===== config.mk =====
export PLATFORM = sky130hd
export DESIGN_NAME = msi_vec_capture
export DESIGN_NICKNAME = d
export VERILOG_FILES = /design/src/rtl/msi_cap_pkg.sv /design/src/rtl/msi_hit_decode.sv /design/src/rtl/msi_group_bank.sv /design/src/rtl/msi_reg_decode.sv /design/src/rtl/msi_vec_capture.sv
export SDC_FILE = /design/constraint.sdc
export NUM_CORES = 2
export LEC_CHECK = 0
export BUFFER_PORTS_ARGS = -buffer_cell sky130_fd_sc_hd__buf_2
export CELL_PAD_IN_SITES_DETAIL_PLACEMENT = 1
export CELL_PAD_IN_SITES_GLOBAL_PLACEMENT = 2
export CORE_MARGIN = 2
export CORE_UTILIZATION = 42
export DETAILED_ROUTE_END_ITERATION = 16
export HOLD_SLACK_MARGIN = 0.08
export MAX_ROUTING_LAYER = met4
export PLACE_DENSITY = 0.94
export SLEW_MARGIN = 20
export SYNTH_ARGS = -nofsm -noshare
export SYNTH_HDL_FRONTEND = slang
export SYNTH_HIERARCHICAL = 1
export SYNTH_SLANG_ARGS = --single-unit

===== constraint.sdc =====
create_clock -name clk -period 5.9 [get_ports clk]
set_input_delay 0.885 -clock clk [delete_from_list [all_inputs] [get_ports clk]]
set_output_delay 0.885 -clock clk [all_outputs]
set_load 0.01 [all_outputs]

===== src/rtl/msi_cap_pkg.sv =====
package msi_cap_pkg;
   localparam int unsigned GRP_BITS      = 32;
   localparam int unsigned GRP_STRIDE    = 12;
   localparam int unsigned OFF_ENABLE    = 0;
   localparam int unsigned OFF_MASK      = 4;
   localparam int unsigned OFF_STATUS    = 8;
   localparam int unsigned TARGET_LO_OFF = 'h80;
   localparam int unsigned TARGET_HI_OFF = 'h84;
   localparam int unsigned PEND_BASE     = 'hC0;
   localparam int unsigned MAX_GROUPS    = 10;

   typedef struct packed {
      logic en;
      logic mask;
      logic sts;
   } grp_wr_t;
endpackage


===== src/rtl/msi_hit_decode.sv =====
module msi_hit_decode
   import msi_cap_pkg::*;
#(
   parameter int unsigned NUM_GROUPS = 8,
   parameter int unsigned VEC_SEL_W  = 16
) (
   input  logic                                  in_valid,
   input  logic [31:0]                           in_addr,
   input  logic [31:0]                           in_addr_hi,
   input  logic [31:0]                           in_data,
   input  logic [31:0]                           target_lo,
   input  logic [31:0]                           target_hi,
   output logic                                  hit_any,
   output logic [NUM_GROUPS-1:0][GRP_BITS-1:0]   set_req
);
   localparam int unsigned NUM_VEC = NUM_GROUPS * GRP_BITS;
   localparam int unsigned GSW     = VEC_SEL_W - 5;

   logic [VEC_SEL_W-1:0] vec;
   logic [GSW-1:0]       grp_idx;
   logic [4:0]           bit_idx;
   logic                 addr_eq;
   logic                 in_range;
   logic                 unused_data;

   assign vec         = in_data[VEC_SEL_W-1:0];
   assign grp_idx     = vec[VEC_SEL_W-1:5];
   assign bit_idx     = vec[4:0];
   assign unused_data = ^in_data[31:VEC_SEL_W];
   assign addr_eq     = (in_addr == target_lo) && (in_addr_hi == target_hi);
   assign in_range    = {1'b0, vec} < (VEC_SEL_W+1)'(NUM_VEC);
   assign hit_any     = in_valid && addr_eq && in_range;

   for (genvar g = 0; g < NUM_GROUPS; g++) begin : g_sel
      always_comb begin
         set_req[g] = '0;
         if (hit_any && (grp_idx == GSW'(g)))
            set_req[g][bit_idx] = 1'b1;
      end
   end
endmodule


===== src/rtl/msi_group_bank.sv =====
module msi_group_bank
   import msi_cap_pkg::*;
(
   input  logic                clk,
   input  logic                rst_n,
   input  grp_wr_t             wr,
   input  logic [GRP_BITS-1:0] wdata,
   input  logic [GRP_BITS-1:0] set_req,
   output logic [GRP_BITS-1:0] enable_q,
   output logic [GRP_BITS-1:0] mask_q,
   output logic [GRP_BITS-1:0] status_q,
   output logic [GRP_BITS-1:0] pending,
   output logic                fire
);
   logic [GRP_BITS-1:0] clr_bits;
   logic [GRP_BITS-1:0] take_bits;

   assign clr_bits  = wr.sts ? wdata : '0;
   assign take_bits = set_req & enable_q;

   always_ff @(posedge clk) begin
      if (!rst_n) begin
         enable_q <= '0;
         mask_q   <= '1;
         status_q <= '0;
      end else begin
         if (wr.en)   enable_q <= wdata;
         if (wr.mask) mask_q   <= wdata;
         status_q <= (status_q & ~clr_bits) | take_bits;
      end
   end

   assign pending = status_q & ~mask_q;
   assign fire    = |(pending & enable_q);

   // new status bits only appear where enable was set
   a_r4_needs_enable: assert property (@(posedge clk) disable iff (!rst_n)
      1'b1 |=> ((status_q & ~$past(status_q) & ~$past(enable_q)) == '0));

   // a written one with no competing capture clears the bit
   a_r6_w1c_clears: assert property (@(posedge clk) disable iff (!rst_n)
      (wr.sts && ((wdata & ~take_bits) != '0))
      |=> ((status_q & $past(wdata & ~take_bits)) == '0));

   // a capture always lands, even against a clear
   a_r9_set_wins: assert property (@(posedge clk) disable iff (!rst_n)
      (take_bits != '0) |=> ((status_q & $past(take_bits)) == $past(take_bits)));
endmodule


===== src/rtl/msi_reg_decode.sv =====
module msi_reg_decode
   import msi_cap_pkg::*;
#(
   parameter int unsigned NUM_GROUPS = 8,
   parameter int unsigned REG_AW     = 8
) (
   input  logic                                clk,
   input  logic                                rst_n,
   input  logic [REG_AW-1:0]                   reg_addr,
   input  logic                                reg_wen,
   input  logic [31:0]                         reg_wdata,
   input  logic                                reg_ren,
   input  logic [NUM_GROUPS-1:0][GRP_BITS-1:0] enable_q,
   input  logic [NUM_GROUPS-1:0][GRP_BITS-1:0] mask_q,
   input  logic [NUM_GROUPS-1:0][GRP_BITS-1:0] status_q,
   input  logic [NUM_GROUPS-1:0][GRP_BITS-1:0] pending,
   output grp_wr_t [NUM_GROUPS-1:0]            grp_wr,
   output logic [31:0]                         target_lo,
   output logic [31:0]                         target_hi,
   output logic [31:0]                         reg_rdata
);
   logic [NUM_GROUPS-1:0] sel_en, sel_mask, sel_sts, sel_pend;
   logic                  sel_lo, sel_hi, any_sel;
   logic [31:0]           rd_mux;

   for (genvar g = 0; g < NUM_GROUPS; g++) begin : g_dec
      assign sel_en[g]   = reg_addr == REG_AW'(g*GRP_STRIDE + OFF_ENABLE);
      assign sel_mask[g] = reg_addr == REG_AW'(g*GRP_STRIDE + OFF_MASK);
      assign sel_sts[g]  = reg_addr == REG_AW'(g*GRP_STRIDE + OFF_STATUS);
      assign sel_pend[g] = reg_addr == REG_AW'(PEND_BASE + 4*g);
      assign grp_wr[g].en   = reg_wen && sel_en[g];
      assign grp_wr[g].mask = reg_wen && sel_mask[g];
      assign grp_wr[g].sts  = reg_wen && sel_sts[g];
   end

   assign sel_lo  = reg_addr == REG_AW'(TARGET_LO_OFF);
   assign sel_hi  = reg_addr == REG_AW'(TARGET_HI_OFF);
   assign any_sel = sel_lo || sel_hi || (|sel_en) || (|sel_mask)
                    || (|sel_sts) || (|sel_pend);

   always_ff @(posedge clk) begin
      if (!rst_n) begin
         target_lo <= '0;
         target_hi <= '0;
      end else if (reg_wen) begin
         if (sel_lo) target_lo <= reg_wdata;
         if (sel_hi) target_hi <= reg_wdata;
      end
   end

   always_comb begin
      rd_mux = '0;
      if (sel_lo) rd_mux = target_lo;
      if (sel_hi) rd_mux = target_hi;
      for (int g = 0; g < NUM_GROUPS; g++) begin
         if (sel_en[g])   rd_mux = enable_q[g];
         if (sel_mask[g]) rd_mux = mask_q[g];
         if (sel_sts[g])  rd_mux = status_q[g];
         if (sel_pend[g]) rd_mux = pending[g];
      end
   end

   always_ff @(posedge clk) begin
      if (!rst_n)       reg_rdata <= '0;
      else if (reg_ren) reg_rdata <= rd_mux;
   end

   // unmapped reads return zero on the next cycle
   a_r2_unmapped_zero: assert property (@(posedge clk) disable iff (!rst_n)
      (reg_ren && !any_sel) |=> (reg_rdata == '0));
endmodule


===== src/rtl/msi_vec_capture.sv =====
module msi_vec_capture
   import msi_cap_pkg::*;
#(
   parameter int unsigned NUM_GROUPS = 8,
   parameter int unsigned REG_AW     = 8,
   parameter int unsigned VEC_SEL_W  = 16,
   parameter bit          IRQ_REG    = 1'b0
) (
   input  logic              clk,
   input  logic              rst_n,
   input  logic              in_valid,
   input  logic [31:0]       in_addr,
   input  logic [31:0]       in_addr_hi,
   input  logic [31:0]       in_data,
   input  logic [REG_AW-1:0] reg_addr,
   input  logic              reg_wen,
   input  logic [31:0]       reg_wdata,
   input  logic              reg_ren,
   output logic [31:0]       reg_rdata,
   output logic              irq_out
);
   initial begin
      assert (NUM_GROUPS >= 1 && NUM_GROUPS <= MAX_GROUPS)
         else $error("NUM_GROUPS must lie in 1..%0d", MAX_GROUPS);
      assert (REG_AW >= 8) else $error("REG_AW must be at least 8");
      assert (VEC_SEL_W > 5 && VEC_SEL_W <= 32)
         else $error("VEC_SEL_W must lie in 6..32");
      assert ((1 << (VEC_SEL_W-5)) >= NUM_GROUPS)
         else $error("VEC_SEL_W too narrow for NUM_GROUPS");
   end

   logic [NUM_GROUPS-1:0][GRP_BITS-1:0] set_req;
   logic [NUM_GROUPS-1:0][GRP_BITS-1:0] enable_q, mask_q, status_q, pending;
   logic [NUM_GROUPS-1:0]               fire;
   grp_wr_t [NUM_GROUPS-1:0]            grp_wr;
   logic [31:0]                         target_lo, target_hi;
   logic                                hit_any;
   logic                                irq_next;

   msi_reg_decode #(.NUM_GROUPS(NUM_GROUPS), .REG_AW(REG_AW)) u_dec (
      .clk(clk), .rst_n(rst_n), .reg_addr(reg_addr), .reg_wen(reg_wen),
      .reg_wdata(reg_wdata), .reg_ren(reg_ren), .enable_q(enable_q),
      .mask_q(mask_q), .status_q(status_q), .pending(pending),
      .grp_wr(grp_wr), .target_lo(target_lo), .target_hi(target_hi),
      .reg_rdata(reg_rdata)
   );

   msi_hit_decode #(.NUM_GROUPS(NUM_GROUPS), .VEC_SEL_W(VEC_SEL_W)) u_hit (
      .in_valid(in_valid), .in_addr(in_addr), .in_addr_hi(in_addr_hi),
      .in_data(in_data), .target_lo(target_lo), .target_hi(target_hi),
      .hit_any(hit_any), .set_req(set_req)
   );

   for (genvar g = 0; g < NUM_GROUPS; g++) begin : g_bank
      msi_group_bank u_bank (
         .clk(clk), .rst_n(rst_n), .wr(grp_wr[g]), .wdata(reg_wdata),
         .set_req(set_req[g]), .enable_q(enable_q[g]), .mask_q(mask_q[g]),
         .status_q(status_q[g]), .pending(pending[g]), .fire(fire[g])
      );
   end

   assign irq_next = |fire;

   if (IRQ_REG) begin : g_irq_flop
      always_ff @(posedge clk) begin
         if (!rst_n) irq_out <= 1'b0;
         else        irq_out <= irq_next;
      end
   end else begin : g_irq_comb
      assign irq_out = irq_next;

      // the line only rises after a capture or a register write
      a_r8_irq_cause: assert property (@(posedge clk) disable iff (!rst_n)
         $rose(irq_out) |-> $past(hit_any || reg_wen));
   end
endmodule


=== Word-level counts from Yosys, hierarchy flattened ===
Index checks and enable logic that the tools add are counted.

* Flip-flop bits (word level): 864
* Logic and storage cells: 221
* Output and inout bits: 33
* Bits of input ports: 141

* Mux-type cells: 52
* $lt $le $gt $ge: 3
* Bitwise logic cells: 56
* Equal/unequal tests: 42
* Reduce and logical (&&, ||, !) cells: 41

{| class="wikitable"
|+ Operator list
! cell !! count
|-
| $mux 32 || 50
|-
| $and 32x32->32 || 32
|-
| $not 32->32 || 16
|-
| $or 32x32->32 || 8
|-
| $reduce_or 256->1 || 1
|-
| $eq 8x8->1 const B || 10
|-
| $eq 32x32->1 || 2
|-
| $eq 8x6->1 const B || 8
|-
| $eq 8x7->1 const B || 8
|-
| $eq 11x3->1 const B || 4
|-
| $logic_and 1x1->1 || 36
|-
| $eq 8x5->1 const B || 4
|-
| $eq 11x2->1 const B || 2
|-
| $eq 8x4->1 const B || 2
|-
| $lt 16x9->1 const B || 1
|-
| $eq 11x1->1 const B || 1
|-
| $logic_not 11->1 || 1
|-
| $eq 8x3->1 const B || 1
|-
| $logic_not 8->1 || 1
|-
| $lt 5x6->1 const B || 1
|-
| $demux 1 s5 || 1
|-
| $ge 5x1->1 const B || 1
|-
| $reduce_and 2->1 || 2
|-
| $mux 1 || 1
|}

=== Logic depth before layout (Yosys ltp) ===
* Depth after elaboration: 35
* Depth in mapped cells: 12
* Mapped depth without buffers: 7

=== Modules after synthesis ===
The synthesis kept the hierarchy.

{| class="wikitable"
|+ By module, submodules not included
! module !! times used !! cells each !! sequential area each (µm²) !! area an instance (µm²)
|-
| msi_group_bank || 8 || 399 || 1921.8 || 3950.0
|-
| msi_reg_decode || 1 || 1930 || 1921.8 || 12819.8
|-
| msi_hit_decode || 1 || 846 || 0.0 || 5820.6
|-
| msi_vec_capture || 1 || 3 || 0.0 || 16.3
|}

=== Worst setup path before layout ===
Ideal clock, no wire load.

* Path kind: input-to-reg
* Start point: input reg_addr[1]
* End point: register g_bank[4].u_bank.mask_q[10]
* Required time: 5.771 ns
* Stages on the path: 10
* Library setup time: 0.129 ns
* Path slack: 2.835 ns
* Arrival time: 2.936 ns
* Path buffers: 6
* Cells stage by stage: buf_4 -> nor4b_1 -> buf_2 -> buf_2 -> clkbuf_1 -> and3_1 -> clkbuf_1 -> buf_2 -> mux2i_1 -> nand2_1

{| class="wikitable"
|+ RTL lines
! element !! line !! text
|-
| start: declaration || msi_vec_capture.sv:15 || <nowiki>input logic [REG_AW-1:0] reg_addr,</nowiki>
|-
| end signal: assignment || msi_group_bank.sv:28 || <nowiki>if (wr.mask) mask_q <= wdata;</nowiki>
|-
| end: declaration || msi_group_bank.sv:10 || <nowiki>output logic [GRP_BITS-1:0] mask_q,</nowiki>
|}

=== Worst setup path in the final report ===
* Start point: register g_bank[0].u_bank.mask_q[30]
* End point: output irq_out

* Cells in the longest elaborated chain, start to end: 4

{| class="wikitable"
|+ Ends and longest elaborated chain
! element !! line !! text
|-
| start: declaration || msi_group_bank.sv:10 ||
|-
| start signal: assignment || msi_group_bank.sv:28 ||
|-
| $not 32->32 || msi_group_bank.sv:33 || <nowiki>assign pending = status_q & ~mask_q;</nowiki>
|-
| $and 32x32->32 || msi_group_bank.sv:33 ||
|-
| $and 32x32->32 || msi_group_bank.sv:34 || <nowiki>assign fire = |(pending & enable_q);</nowiki>
|-
| $reduce_or 256->1 || msi_vec_capture.sv:62 || <nowiki>assign irq_next = |fire;</nowiki>
|-
| end: declaration || msi_vec_capture.sv:20 || <nowiki>output logic irq_out</nowiki>
|}

Every way passes these cells.

==> impl_metrics.csv <==
group,metric,value,unit
run_status,outcome,"completed",
setup_path,arrival,3550,ps
timing,timing.final.max_slew_violations,0,
routing,drt-wirelength-per-cell,31.6,um
cts,clock_tree.htree_level_count,3,
routing,drt-initial-drc-count,6287,
cts,clock_latency,720,ps
routing,m1WireLength,97200,um
pwr,powerDensity,235,nW/um2
pwr,power_frac_clock,48.9,%
routing,average_vias_per_placed_instance,6.72,
finish,finalNetCount,6053,
finish,finalCoreUtilization,47.3,%
pwr,cellInternalPower,9.80,mW
routing,routed-via-count,51100,
yosys,synth_fp_nets,6111,
global_routing,global_route.overflow_total,0,
setup_path,worst-path-max-fanout,4,
finish,filler_cell_count,13900,
die,std_cell_rows,126,
global_routing,grt.total_usage,39.1,%
timing,final_hold_viol_count,0,
die,core_area,118000,um2
cts,tritoncts_num_sinks,864,
routing,drt_drc_violations_left,0,
pwr,power_frac_seq,44.6,%
die,io_pins,174,
routing,routed_length_on_met3,23100,um
routing,antenna_violating_nets_post_route,0,
timing,max_slew_margin,12.6,%
yosys,yosys_warnings,6,
cts,worst_setup_hold_path_clk_slew,60,ps
cts,holdBufCountCts,0,
setup_path,startpoint_type,"flip-flop",
cts,cts_made_buffers,100,
setup_path,cp-end-kind,"primary output",
cts,clock-root-buffer,"sky130_fd_sc_hd__clkbuf_16",
pwr,p_sw,3.35,mW
placed_design,dp.final_hpwl,169000,um
global_routing,number_of_antenna_violations_at_the_first_check_in_global_routing,24,
yosys,synth_area_per_cell,8.42,um2
timing,worst-slew-pin-transition,1300,ps
cts,cts_tree,"yes",
timing,skew,39.3,ps
routing,totalWireLength,240000,um
timing,period_minus_slack,4440,ps
finish,drive_gt1_share,13.9,%
worst_hold_path,hold_path_class,"flip-flop to flip-flop",
timing,report.final.setup_viol,0,
placed_design,post-place-ws,999,ps
setup_path,critPathMaxStageDelay,770,ps
global_routing,first_global_vias,50500,
routing,top_layer,"met4",
timing,rsz0062_at_grt,"no",
pwr,proportion_of_total_power_due_to_net_switching,25.5,%
pwr,power_frac_comb,6.4,%
timing,timing.final.crit_share,75.2,%
placed_design,last_weighted_congestion_value_of_the_routability_driven_placer,1.03,
die,fp.dieW,350,um
cts,clock_path_buffers,3,
global_routing,first_pass_grt_wire_length,346000,um
yosys,synth_area,50300,um2
setup_path,critPathRequiredTime,5020,ps
placed_design,buffer_ports.inserted,157,
timing,finalSetupTns,0,ps
timing,postLayoutSetupSlackWorst,1460,ps
setup_path,timing_worst_setup_path_type,"flip-flop to primary output",
die,floorplan.initialDensity,42.4,%
pwr,power_leakage,16.3,nW
cts,postCtsSetupRepairBufs,0,
finish,layout.cells.most_common_list,"994 x sky130_fd_sc_hd__nand2_1, 864 x sky130_fd_sc_hd__dfxtp_1, 778 x sky130_fd_sc_hd__nor2b_1",
die,fp.dieArea,122000,um2
die,y_dimension_of_the_die,350,um
routing,wl_met2,102000,um
pwr,vdd.ir_drop.worst,0.000194,V
finish,leading_cell_type_in_the_layout_fill_and_taps_excluded,"sky130_fd_sc_hd__nand2_1",
setup_path,slowest_stage,"sky130_fd_sc_hd__or4_1",
flow_run,drv_cap,0,
setup_path,crit_path_cell_trace,"and3b_1 -> a2111oi_2 -> nand3_1 -> or4_1 -> nor4_1 -> nand2_1 -> buf_2",
finish,areaGrowthSynthToFinish,11.3,%
timing,max_freq,225,MHz
global_routing,grt_max_degree,226,
cts,resized_cells_post_cts,0,
yosys,syn-instance-count,5970,
routing,dr.pass1.iters,7,
area by class of cell:
type / count / area (um2) / share of cell area, %
Clock buffer: 146 / 2970 / 5.31
Inverter: 18 / 67.6 / 0.121
Multi-Input combinational cell: 4585 / 30900 / 55.2
Clock inverter: 34 / 327 / 0.584
Sequential cell: 864 / 17300 / 30.9
Antenna cell: 12 / 30.0 / 0.0537
Timing Repair Buffer: 343 / 2350 / 4.20
Tap cell: 1600 / 2000 / 3.58
sequential cells by signal (all words and copies together), names as in the netlist:
name	flops
g_bank.u_bank/enable_q	256
g_bank.u_bank/mask_q	256
g_bank.u_bank/status_q	256
u_dec/reg_rdata	32
u_dec/target_hi	32
u_dec/target_lo	32
per-stage QoR:
step | power, mW | cells | instance area, um2 | hold WS, ps
after CTS | 13.1 | 7590 | 55900 | 500
after floorplan | 6.36 | 5970 | 50300 | 452
after global routing | 13.5 | 7600 | 55900 | 519
final | 13.2 | 7602 | 55900 | 502
after global placement | 6.79 | 7408 | 52600 | 468
after detailed placement | 6.80 | 7410 | 52600 | 483
worst paths after layout:
kind	from	to	slack, ps	cells past startpoint
worst max register to register	u_dec/target_lo[11]$_SDFFE_PN0P_	g_bank[6].u_bank/status_q[25]$_SDFF_PN0_	2040	8
worst min register to register	g_bank[3].u_bank/mask_q[6]$_SDFFE_PN1P_	g_bank[3].u_bank/mask_q[6]$_SDFFE_PN1P_	500	2
worst max-delay path	g_bank[0].u_bank/mask_q[30]$_SDFFE_PN1P_	irq_out	1460	7
worst min-delay path	g_bank[3].u_bank/mask_q[6]$_SDFFE_PN1P_	g_bank[3].u_bank/mask_q[6]$_SDFFE_PN1P_	500	2
per-layer routing:
metal,global-route usage [%],vias up
met4,25.4,0
li1,-,21600
met3,7.62,794
met2,56.1,2878
met1,49.8,25800
met5,-,-
power groups by stage:
stage	Sequential, mW	Clock [mW]	Combinational [mW]
final	5.87	6.44	0.848
after global routing	5.87	6.73	0.858
after floorplan	5.99	0	0.372
after CTS	5.87	6.45	0.808
after global placement	6.00	0	0.797
after detailed placement	6.00	0	0.804
worst max-delay path: cells and delay by family (launching register included):
kind                   cells  cell delay (ps)
AND/OR/NAND/NOR            5             1860
flip-flops                 1              370
buffers and inverters      1              210
AO/OA/AOI/OAI              1              400
Power figures use the tool's default switching activity.
